**src/rtl/adc_serial_port.sv**
```systemverilog
module adc_serial_port #(
  parameter int DATA_W      = 16,
  parameter int CONV_CYCLES = 20
) (
  input  logic              clk,
  input  logic              rst_n,
  input  logic              start,
  input  logic              sclk,
  input  logic              din,
  input  logic [DATA_W-1:0] result,
  output logic              dout,
  output logic              dout_en
);
  localparam int TM_W  = $clog2(CONV_CYCLES + 1);
  localparam int CNT_W = $clog2(DATA_W + 1);

  typedef enum logic [1:0] {ST_IDLE, ST_CONV, ST_READ} state_t;

  logic [1:0] sync_start, sync_sclk, sync_din;
  logic       start_q, sclk_q;
  state_t     state;
  logic       chain, busy_pend;
  logic [DATA_W-1:0] sreg;
  logic [CNT_W-1:0]  bits_left;
  logic [TM_W-1:0]   timer;

  wire start_s    = sync_start[1];
  wire sclk_s     = sync_sclk[1];
  wire din_s      = sync_din[1];
  wire start_rise = start_s & ~start_q;
  wire sclk_fall  = ~sclk_s & sclk_q;
  wire selected   = chain | ~start_s;
  wire advance    = (state == ST_READ) & sclk_fall & selected;

  always_ff @(posedge clk or negedge rst_n) begin
    if (!rst_n) begin
      sync_start <= '0;
      sync_sclk  <= '0;
      sync_din   <= '0;
      start_q    <= 1'b0;
      sclk_q     <= 1'b0;
    end else begin
      sync_start <= {sync_start[0], start};
      sync_sclk  <= {sync_sclk[0], sclk};
      sync_din   <= {sync_din[0], din};
      start_q    <= start_s;
      sclk_q     <= sclk_s;
    end
  end

  always_ff @(posedge clk or negedge rst_n) begin
    if (!rst_n) begin
      state     <= ST_IDLE;
      chain     <= 1'b0;
      busy_pend <= 1'b0;
      sreg      <= '0;
      bits_left <= '0;
      timer     <= '0;
    end else if (start_rise && state != ST_CONV) begin
      state     <= ST_CONV;
      chain     <= ~din_s;
      busy_pend <= ~din_s & sclk_s;
      timer     <= TM_W'(CONV_CYCLES);
    end else begin
      case (state)
        ST_CONV: begin
          timer <= timer - 1'b1;
          if (timer <= TM_W'(1)) begin
            state     <= ST_READ;
            sreg      <= result;
            bits_left <= CNT_W'(DATA_W);
            if (!chain) busy_pend <= ~start_s | ~din_s;
          end
        end
        ST_READ: begin
          if (advance) begin
            if (busy_pend) begin
              busy_pend <= 1'b0;
            end else begin
              sreg <= {sreg[DATA_W-2:0], din_s};
              if (!chain) begin
                bits_left <= bits_left - 1'b1;
                if (bits_left == CNT_W'(1)) state <= ST_IDLE;
              end
            end
          end
        end
        default: ;
      endcase
    end
  end

  assign dout_en = (state == ST_CONV) ? (chain ? busy_pend : ~start_s)
                 : (state == ST_READ) ? selected : 1'b0;
  assign dout    = dout_en & (state == ST_READ) & (busy_pend | sreg[DATA_W-1]);

  a_r3_release_on_start: assert property (@(posedge clk) disable iff (!rst_n)
    start_rise && state != ST_CONV && !(!din_s && sclk_s) |=> !dout_en);

  a_r4_conv_runs: assert property (@(posedge clk) disable iff (!rst_n)
    state == ST_CONV && timer > TM_W'(1) |=> state == ST_CONV);

  a_r8_busy_low: assert property (@(posedge clk) disable iff (!rst_n)
    state == ST_CONV && chain && busy_pend |-> dout_en && !dout);

  a_r5_hold_between_edges: assert property (@(posedge clk) disable iff (!rst_n)
    state == ST_READ && !sclk_fall && !start_rise |=> $stable(sreg));

  a_r9_chain_stays_on: assert property (@(posedge clk) disable iff (!rst_n)
    state == ST_READ && chain && !start_rise |=> dout_en);

  a_r6_count_bound: assert property (@(posedge clk) disable iff (!rst_n)
    bits_left <= CNT_W'(DATA_W));
endmodule

```
**config.mk**
```make
export PLATFORM = sky130hd
export DESIGN_NAME = adc_serial_port
export DESIGN_NICKNAME = d
export VERILOG_FILES = /design/src/rtl/adc_serial_port.sv
export SDC_FILE = /design/constraint.sdc
export NUM_CORES = 1
export LEC_CHECK = 0
export BUFFER_PORTS_ARGS = -buffer_cell sky130_fd_sc_hd__buf_2
export CORE_ASPECT_RATIO = 1.1
export CORE_MARGIN = 4
export CORE_UTILIZATION = 62
export CTS_CLUSTER_DIAMETER = 100
export DETAILED_ROUTE_END_ITERATION = 12
export GPL_TIMING_DRIVEN = 0
export PLACE_DENSITY = 0.84
export SYNTH_ARGS = -nofsm -noshare
export SYNTH_HDL_FRONTEND = slang
export SYNTH_SLANG_ARGS = --single-unit
```
**constraint.sdc**
```tcl
create_clock -name clk -period 3.1 [get_ports clk]
set_input_delay 0.31 -clock clk [delete_from_list [all_inputs] [get_ports clk]]
set_output_delay 0.31 -clock clk [all_outputs]
set_load 0.05 [all_outputs]
```
== Yosys cells after proc, flatten, opt, wreduce, memory -nomap -nowiden ==
Cells that the tools add are included.
Word-level totals
  flip-flop bits (word level): 38
  bits of input ports: 21
Cells by class
  $add $sub $neg: 2
  magnitude comparators: 1
  equality and inequality tests: 14
  muxes and demuxes: 26
  bitwise operators: 15
  reduce and logical (&&, ||, !) cells: 8
Operators by type and width (count)
  $mux 16: 3
  $pmux 16 s2: 1
  $mux 5: 6
  $ne 3x3->1 const B: 6
  $mux 2: 6
  $reduce_and 6->1: 2
  $pmux 5 s2: 1
  $sub 5x1->5 const B: 2
  $ne 2x2->1 const B: 4
  $and 1x1->1: 7
  $mux 1: 7
  $eq 5x1->1 const B: 1
  $le 5x1->1 const B: 1
  $not 1->1: 5
  $reduce_and 5->1: 1
  $pmux 2 s2: 1
  $reduce_and 4->1: 1
  $reduce_bool 2->1: 2
  $or 1x1->1: 3
  $reduce_bool 3->1: 1
  $eq 2x1->1 const B: 1
  $eq 2x2->1 const B: 1
  $ne 2x1->1 const B: 1
  $pmux 1 s2: 1
  $logic_and 1x1->1: 1

== Logic depth before layout (Yosys ltp) ==
  depth in word-level cells: 7
  gate-level depth with buffers: 9
  mapped depth without buffers: 6

== Least setup slack after synthesis ==
OpenSTA, ideal clock, no wires.
  path type: register to output
  start point: reg state[0]
  end point: out dout
  arrival time: 2.287 ns
  data required time: 2.790 ns
  path slack: 0.503 ns
  cell stages (with the launch flop): 7
  path buffers: 2
  cells stage by stage: dfrtp_1 inv_1 ha_1 buf_2 buf_1 o21ai_0 nor3_1
Between the ends
  longest elaborated chain between the ends: 5
Ends and longest elaborated chain
  from (decl): line 21  | state_t state;
  from (signal assigned): line 53  | state <= ST_IDLE;
  from (signal assigned): line 60  | state <= ST_CONV;
  from (signal assigned): line 69  | state <= ST_READ;
  $eq 2x2->1: line 94, 95
  $mux 1: line 94  | : (state == ST_READ) ? selected : 1'b0;
  $mux 1: line 93  | assign dout_en = (state == ST_CONV) ? (chain ? busy_pend : ~start_s)
  $and 1x1->1 (*) (2 in series): line 95  | assign dout = dout_en & (state == ST_READ) & (busy_pend | sreg[DATA_W-1]);
  to (decl): line 11  | output logic dout,
Every way passes the cells marked *; elsewhere a longest branch is shown, timed or not.

== Worst setup path in the final report ==
Same ends and word-level chain as after synthesis.

==> impl_metrics.ini <==
[floorplanning]
fp.dieW_um = 61.8
initial_core_util = 0.647
rows = 21
die_area_sq_mm = 0.00415
coreArea_sq_mm = 0.00305
die_h_um = 67.2
ios = 23

[worst_setup_path]
crit_fanout = 10
crit_top_cell = buf_2
worst_ep_arrival_time_ns = 2.27
start_kind = flop
crit_chain = inv_1, ha_1, buf_2, buf_1, o21ai_0, nor3_1, buf_2
cp.required_ns = 2.79
end_kind = output port
max_stage_delay_ns = 0.41
cp_slowest_cell = dfrtp_1
crit_type = flop to output port
critPathBufInv = 4
crit_family = buffers and inverters

[clocking]
cts_root_buf = clkbuf_4
cts_setup_buffers = 0
clkSinkCount = 38
clk_pin_slew_worst_paths_ns = 0.12
clk_path_buf_depth = 2
clk_latency_ns = 0.34
cts_buffers = 5
htreeDepth = 2
cts_tree = built
cts_hold_buf = 0
ctsResizeCount = 0

[grt]
grt_use_total = 0.191
grt.overflow.total = 0
antenna_found_initial = 0
grt_max_degree = 39
grt_pass1_vias = 1376
grt_pass1_wl_um = 5930

[logic_synthesis]
syn_area_per_cell_sq_um = 12.5
synthAdderAreaFrac = 0.0381
synth_compound_area_frac = 0.105
ys.flop_type = dfrtp_1
synth-seq-cells = 38
yosys_warnings = 0
ys_async_sr_fraction = 1.00
synth-xor-area-share = 0.0133
synth-edff-count = 0
yosysSeqAreaShare = 0.482
yosys.area_share.simple = 0.0996
syn_nets = 185
synth_cells = 158
synth_cell_types = 41
synth_area_sq_mm = 0.00197
synth_mux_area_frac = 0.212
synth_top_family_by_area = multiplexers

[layout]
num-nets-final = 214
layout_common_cells = 38 x dfrtp_1, 25 x buf_2, 22 x mux2_2, 12 x inv_1, 10 x mux2_4
layout_commonest_cell = dfrtp_1
syn2layout_area_growth_pct = 10.8
drive_gt1_frac = 0.372
antenna_cells = 0

[routing]
drc_errors = 0
dr.pass1.iters = 4
drtAntennaViolNets = 0
num_vias = 1300
via_per_inst = 5.86
wl_um = 3310
wire_per_inst_um = 14.9
drt_iter0_drc = 46

[sta]
fin_skew_ns = 0.0164
worst_pin_slew_ns = 0.820
fmax_ghz = 0.387
rsz0062_at_grt = no
fin_crit_sh = 0.834
final-setup-viol-count = 0
hold_viol_final = 0
slew-limit-headroom = 0.454
slew_viol_final = 0
tns_ns = 0
fin_crit_ns = 2.58

[run_status]
outcome = complete, no violations

[power]
powerDensity_mw_per_mm2 = 921
power_leakage_uw = 0.000999
peakVddDrop_mv = 0.553
power_uw = 2010

[placed_design]
place_congestion = 0.762
dpl.hpwl_um = 2410
io_buffers = 22

[flow_run]
drv_cap = 0

[hold_path]
hold_class = input port to async pin
[cell families (layout without fill, tap and decap cells)]
kind of cell             Yosys count  count (layout)
adder cells (fa/ha/maj)            6               6
AND/OR/NAND/NOR                   32              32
XOR/XNOR                           3               3
buffers and inverters             19              49
AO/OA/AOI/OAI                     26              26
multiplexers                      34              34
flip-flops                        38              38
[area by class of cell]
cell class | instances | area [sq um]
Tap cell | 34 | 42.5
Fill cell | 203 | 863
Buffer | 7 | 53.8
Multi-Input combinational cell | 101 | 922
Sequential cell | 38 | 951
Clock buffer | 7 | 55.1
Inverter | 12 | 45.0
Clock inverter | 1 | 5.00
Timing Repair Buffer | 22 | 110
[worst paths after layout]
kind                                  to           from  slack (ns)  cells past startpoint
max in group asynchronous  sync_start[1]          rst_n        2.53                      1
hold / removal              bits_left[0]          rst_n        0.05                      1
hold reg to reg            sync_start[1]  sync_start[0]        0.36                      0
setup reg to reg                 sreg[7]       timer[1]        0.94                      8
min in group clk           sync_start[0]          start        0.08                      1
setup / recovery                    dout       state[0]        0.52                      7
[sequential cells by signal, indices dropped and copies added, names as in the netlist]
name,cells
chain,1
start_q,1
busy_pend,1
sync_start,2
sreg,16
sync_sclk,2
sclk_q,1
sync_din,2
timer,5
bits_left,5
state,2
[layer usage]
| metal | global-route usage | routed length [um] | vias up |
|---|---|---|---|
| li1 | - | - | 623 |
| met1 | 0.225 | 1370 | 638 |
| met2 | 0.321 | 1710 | 27 |
| met3 | 0.0535 | 138 | 12 |
| met4 | 0.0822 | 83 | 0 |
| met5 | 0 | 0 | - |
[synthesized netlist by cell type (3+ instances only)]
cell type / n / area, sq um
dfrtp_1: 38 / 951
mux2_2: 22 / 248
inv_1: 12 / 45.0
mux2_4: 10 / 150
o21ai_0: 9 / 45.0
nand2_1: 7 / 26.3
ha_1: 6 / 75.1
nor2_1: 5 / 18.8
a21oi_1: 3 / 15.0
buf_2: 3 / 15.0
nor2b_1: 3 / 18.8
[where the power goes]
group / switching, uW / leakage, uW / internal, uW / total [uW]
Clock: 156 / 0.0000353 / 110 / 266
Combinational: 411 / 0.000510 / 491 / 902
Sequential: 155 / 0.000454 / 689 / 844
[worst reg2reg max path: stages (launching register included)]
cell and delay, ns:
dfrtp_1 0.44, inv_1 0.09, ha_1 0.18, o21bai_4 0.18, a21oi_2 0.34, nand4bb_1 0.21, buf_6 0.15, buf_12 0.15
mux2_4 0.30
[per-stage QoR]
step                      worst slack [ns]  utilization  area [sq um]  hold slack [ns]  std cells
after global routing                 0.333        0.717          2180           0.0506        222
after global placement               0.996        0.697          2120            0.332        214
after floorplan                      0.503            -          1970           0.0144        158
after detailed placement             0.901        0.697          2120            0.335        214
final                                0.515        0.717          2180           0.0491        222
after CTS                            0.502        0.717          2180           0.0639        222
(Power assumes the default switching activity.)
